--- src/rtl/rxpc_track.sv ---
module rxpc_track #(
  parameter int CNT_W    = 16,
  parameter int LOCK_LEN = 64
) (
  input  logic             clk,
  input  logic             rst_n,
  input  logic             valid,
  input  logic             hit,
  input  logic             resync,
  input  logic             cnt_clr,
  output logic             mismatch,
  output logic [CNT_W-1:0] err_count,
  output logic             locked
);
  localparam int               RUN_W   = $clog2(LOCK_LEN + 1);
  localparam logic [CNT_W-1:0] CNT_MAX = '1;
  localparam logic [RUN_W-1:0] RUN_TOP = RUN_W'(LOCK_LEN - 1);

  logic [RUN_W-1:0] run_q, run_base;
  logic             lock_base;
  wire              miss_ev = valid && !hit;
  wire              hit_ev  = valid && hit;

  always_comb begin
    run_base  = resync ? '0   : run_q;
    lock_base = resync ? 1'b0 : locked;
  end

  always_ff @(posedge clk or negedge rst_n) begin
    if (!rst_n) begin
      mismatch  <= 1'b0;
      err_count <= '0;
      run_q     <= '0;
      locked    <= 1'b0;
    end else begin
      mismatch <= miss_ev;
      if (cnt_clr)                           err_count <= '0;
      else if (miss_ev && err_count != CNT_MAX) err_count <= err_count + 1'b1;
      if (miss_ev) begin
        run_q  <= '0;
        locked <= 1'b0;
      end else if (hit_ev && run_base >= RUN_TOP) begin
        run_q  <= run_base;
        locked <= 1'b1;
      end else if (hit_ev) begin
        run_q  <= run_base + 1'b1;
        locked <= lock_base;
      end else begin
        run_q  <= run_base;
        locked <= lock_base;
      end
    end
  end

  a_r6_flag_needs_valid: assert property (@(posedge clk) disable iff (!rst_n)
    mismatch |-> $past(valid));

  a_r7_no_wrap: assert property (@(posedge clk) disable iff (!rst_n)
    !cnt_clr |=> (err_count >= $past(err_count)));

  a_r7_saturate: assert property (@(posedge clk) disable iff (!rst_n)
    (err_count == CNT_MAX && !cnt_clr) |=> (err_count == CNT_MAX));

  a_r8_clear: assert property (@(posedge clk) disable iff (!rst_n)
    cnt_clr |=> (err_count == '0));

  a_r9_drop: assert property (@(posedge clk) disable iff (!rst_n)
    miss_ev |=> !locked);

  a_r9_rise_on_hit: assert property (@(posedge clk) disable iff (!rst_n)
    $rose(locked) |-> $past(hit_ev));

  a_r10_unlock: assert property (@(posedge clk) disable iff (!rst_n)
    (resync && !valid) |=> !locked);
endmodule

--- config.mk ---
export PLATFORM = sky130hd
export DESIGN_NAME = rxpc_track
export DESIGN_NICKNAME = d
export VERILOG_FILES = /design/src/rtl/rxpc_track.sv
export SDC_FILE = /design/constraint.sdc
export NUM_CORES = 1
export LEC_CHECK = 0
export BUFFER_PORTS_ARGS = -buffer_cell sky130_fd_sc_hd__buf_2
export CORE_UTILIZATION = 38
export CTS_CLUSTER_DIAMETER = 50
export DETAILED_ROUTE_END_ITERATION = 12
export PLACE_DENSITY_LB_ADDON = 0.08
export SKIP_LAST_GASP = 1
export SLEW_MARGIN = 20
export SYNTH_ARGS = -nofsm -noshare
export SYNTH_HDL_FRONTEND = slang
export SYNTH_SLANG_ARGS = --single-unit
--- constraint.sdc ---
create_clock -name clk -period 1.7 [get_ports clk]
set_input_delay 0.34 -clock clk [delete_from_list [all_inputs] [get_ports clk]]
set_output_delay 0.34 -clock clk [all_outputs]
set_load 0.02 [all_outputs]
==> results.py <==
metrics = {
    "floorplan": {
        "die_h_um": 62.54,
        "die_w_um": 62.54,
        "start_util_pct": 40.77,
        "core_um2": 3416,
        "rows": 21,
        "ios": 24,
        "dieArea_um2": 3911,
    },
    "clocking": {
        "cts-root-buf": "clkbuf_4",
        "clockBufferDepth": 2,
        "clk_latency_ns": 0.32,
        "cts_tree": "yes",
        "numCtsBuffers": 3,
        "clkTransAtPathRegs_ns": 0.14,
        "clock_sinks": 25,
        "cts_max_level": 1,
    },
    "global_routing": {
        "grt_max_degree": 26,
        "grtUsageTotal_pct": 19.00,
        "antenna_found_initial": 0,
        "grt_pass1_vias": 1244,
        "grt_pass1_wl_mm": 5.830,
        "grt-ovfl-total": 0,
    },
    "run_status": {
        "violations": "hold timing",
        "outcome": "finished with violations",
    },
    "worst_setup_path": {
        "path_class": "reg2reg",
        "reg2reg_depth": 5,
        "cp-end-kind": "flop",
        "crit_path_end": "err_count[14]$_DFFE_PN0P_",
        "cp.arrival_ns": 1.91,
        "reg2reg_slack_ns": 0.04,
        "crit_required_ns": 1.96,
        "start_kind": "flop",
        "rr_startpoint": "err_count[0]$_DFFE_PN0P_",
        "cp-startpoint": "err_count[0]$_DFFE_PN0P_",
        "critPathMaxFanout": 5,
        "worstReg2RegEnd": "err_count[14]$_DFFE_PN0P_",
    },
    "synth": {
        "ys.flop_type": "dfrtp_1",
        "yosysUniqueCellTypes": 41,
        "synth_edf_count": 0,
        "ys_ff_latch": 25,
        "synth_area_um2": 1393,
        "syn_area_per_cell_um2": 9.538,
        "synth_nets": 154,
        "yosysMostFrequentCell": "dfrtp_1",
        "synth_commonest_cells": "dfrtp_1 (25), a21oi_1 (14), nor2_1 (14)",
        "synth_top_area_share_pct": 44.92,
        "yosysTopAreaCell": "dfrtp_1",
        "yosys_warnings": 0,
        "syn_inst": 146,
        "ys_seq_area_share_pct": 44.92,
        "synth.top_cells.by_area": "dfrtp_1 (45%), a21oi_1 (5.0%), nor2_1 (3.8%), nand3_1 (2.9%), o21ai_0 (2.9%)",
        "synthArstFlopShare_pct": 100.0,
    },
    "cells_and_area": {
        "drive_gt1_share_pct": 37.37,
        "fillCellCount": 338,
        "antennaDiodeCount": 0,
        "syn_to_final_growth_pct": 29.65,
        "nets": 199,
    },
    "timing": {
        "setup_viol": 0,
        "clock_skew_ns": 0.004523,
        "drv_slew": 0,
        "worst_slack_ns": 0.04398,
        "finalCritPeriodShare_pct": 97.41,
        "grt_setup_unrepaired": "true",
        "tightest_slew_ns": 0.5840,
        "slew-limit-headroom_pct": 61.07,
        "finalHoldViolations": 3,
        "fmax_ghz": 0.6039,
        "hold_ws_ns": -0.002727,
        "fin_crit_ns": 1.656,
    },
    "power": {
        "total_leakage_power_nw": 0.8248,
        "pwr_density_cell_nw_per_um2": 547.4,
        "total_power_mw": 0.9883,
        "vdd_drop_max_v": 0.0003934,
    },
    "place": {
        "dpl.hpwl_mm": 2.450,
        "port_buffers": 23,
        "gp_congestion": 0.7653,
        "place_ws_ns": -0.1480,
    },
    "route": {
        "drc": 0,
        "dr.first_iter.drc_count": 63,
        "routed_via_density": 5.542,
        "ant_nets": 0,
        "wirelength_mm": 3.328,
        "routedWlPerCell_um": 14.10,
        "drtPass1Iterations": 4,
        "num_vias": 1308,
    },
    "flow_run": {
        "cap_violations": 0,
    },
    "worst_hold_path": {
        "hold_path_class": "in2async",
    },
}
worst max-delay path, stage by stage, from the launching register on:
cell,delay [ns]
dfrtp_2,0.42
ha_2,0.22
and3_4,0.21
o2111ai_2,0.17
or4_1,0.43
a21oi_1,0.15
how the worst min path moves through the flow:
stage / startpoint / end / slack (ns) / depth (start not counted)
after global placement: rst_n / run_q[0]$_DFF_PN0_ / 0.37 / 1
after global routing: rst_n / err_count[14]$_DFFE_PN0P_ / 0.02 / 1
after floorplan: rst_n / err_count[0]$_DFFE_PN0P_ / 0.04 / 0
after CTS: rst_n / err_count[14]$_DFFE_PN0P_ / 0.01 / 1
final: rst_n / err_count[14]$_DFFE_PN0P_ / -0.003 / 1
after detailed placement: rst_n / run_q[0]$_DFF_PN0_ / 0.38 / 1
cells by family after synthesis:
| family | count (synthesis) | share of synthesized area [%] |
|---|---|---|
| buffers and inverters | 10 | 3.504 |
| AO/OA/AOI/OAI | 42 | 19.86 |
| multiplexers | 2 | 1.438 |
| AND/OR/NAND/NOR | 63 | 27.22 |
| XOR/XNOR | 2 | 1.258 |
| flip-flops | 25 | 44.92 |
| adder cells (fa/ha/maj) | 2 | 1.797 |
cell usage in the layout (no fill, tap or decap), types with 3 or more instances in the layout:
cell and count:
nor2b_1 4, dfrtp_2 4, dfrtp_1 21, inv_1 3, buf_2 23, o21ai_0 8, a21oi_1 13, buf_4 22
nand2_1 5, nor2_1 14, o21ai_1 5, clkbuf_4 3, or4_1 3, nand4_1 5, o31ai_1 3, or3_1 6
nand3_1 7
power breakdown:
| part | switching (mW) | internal (mW) | total, mW | leakage [nW] |
|---|---|---|---|---|
| clock network | 0.180 | 0.0918 | 0.272 | 0.0150 |
| logic | 0.0629 | 0.0446 | 0.108 | 0.470 |
| registers | 0.00646 | 0.602 | 0.608 | 0.340 |
through the flow:
| stage | area [µm²] | TNS [ns] | hold slack, ns | util [%] | cells |
|---|---|---|---|---|---|
| 2_1_floorplan | 1460 | -0.1456 | 0.04441 | - | 146 |
| 3_3_place_gp | 1733 | -0.1081 | 0.3736 | 50.73 | 228 |
| 3_5_place_dp | 1733 | -0.2964 | 0.3816 | 50.73 | 228 |
| 4_1_cts | 1779 | 0 | 0.01041 | 52.09 | 234 |
| 5_1_grt | 1805 | -0.02492 | 0.01519 | 52.86 | 236 |
| 6_report | 1805 | 0 | -0.002727 | 52.86 | 236 |
registers in the layout, summed over array words and instances, names as in the netlist:
| signal | cells |
|---|---|
| mismatch | 1 |
| locked | 1 |
| err_count | 16 |
| run_q | 7 |
per-layer routing:
metal | GRT usage, % | vias up | part of all wire, %
met1 | 26.77 | 640 | 49
met4 | 7.267 | 0 | 0.57
met5 | 0 | - | 0
met2 | 29.62 | 30 | 47
met3 | 2.372 | 2 | 4.1
li1 | - | 636 | -
timing repair:
item                                    4_1_cts  5_1_grt
setup buffers                                 2        2
hold buffers                                  0        0
pin swaps                                     1        1
endpoints found under the setup margin        3       12
resized for setup                             1        5
layout make-up:
type                       count  area (µm²)  share of cell area [%]
multi-input combinational    111       773.2                   42.83
sequential                    25       630.6                   34.93
timing repair buffer          46       300.3                   16.63
tap                           46       57.56                   3.188
clock buffer                   4       26.28                   1.455
inverter                       4       17.52                  0.9702
Power figures use the tool's default switching activity.
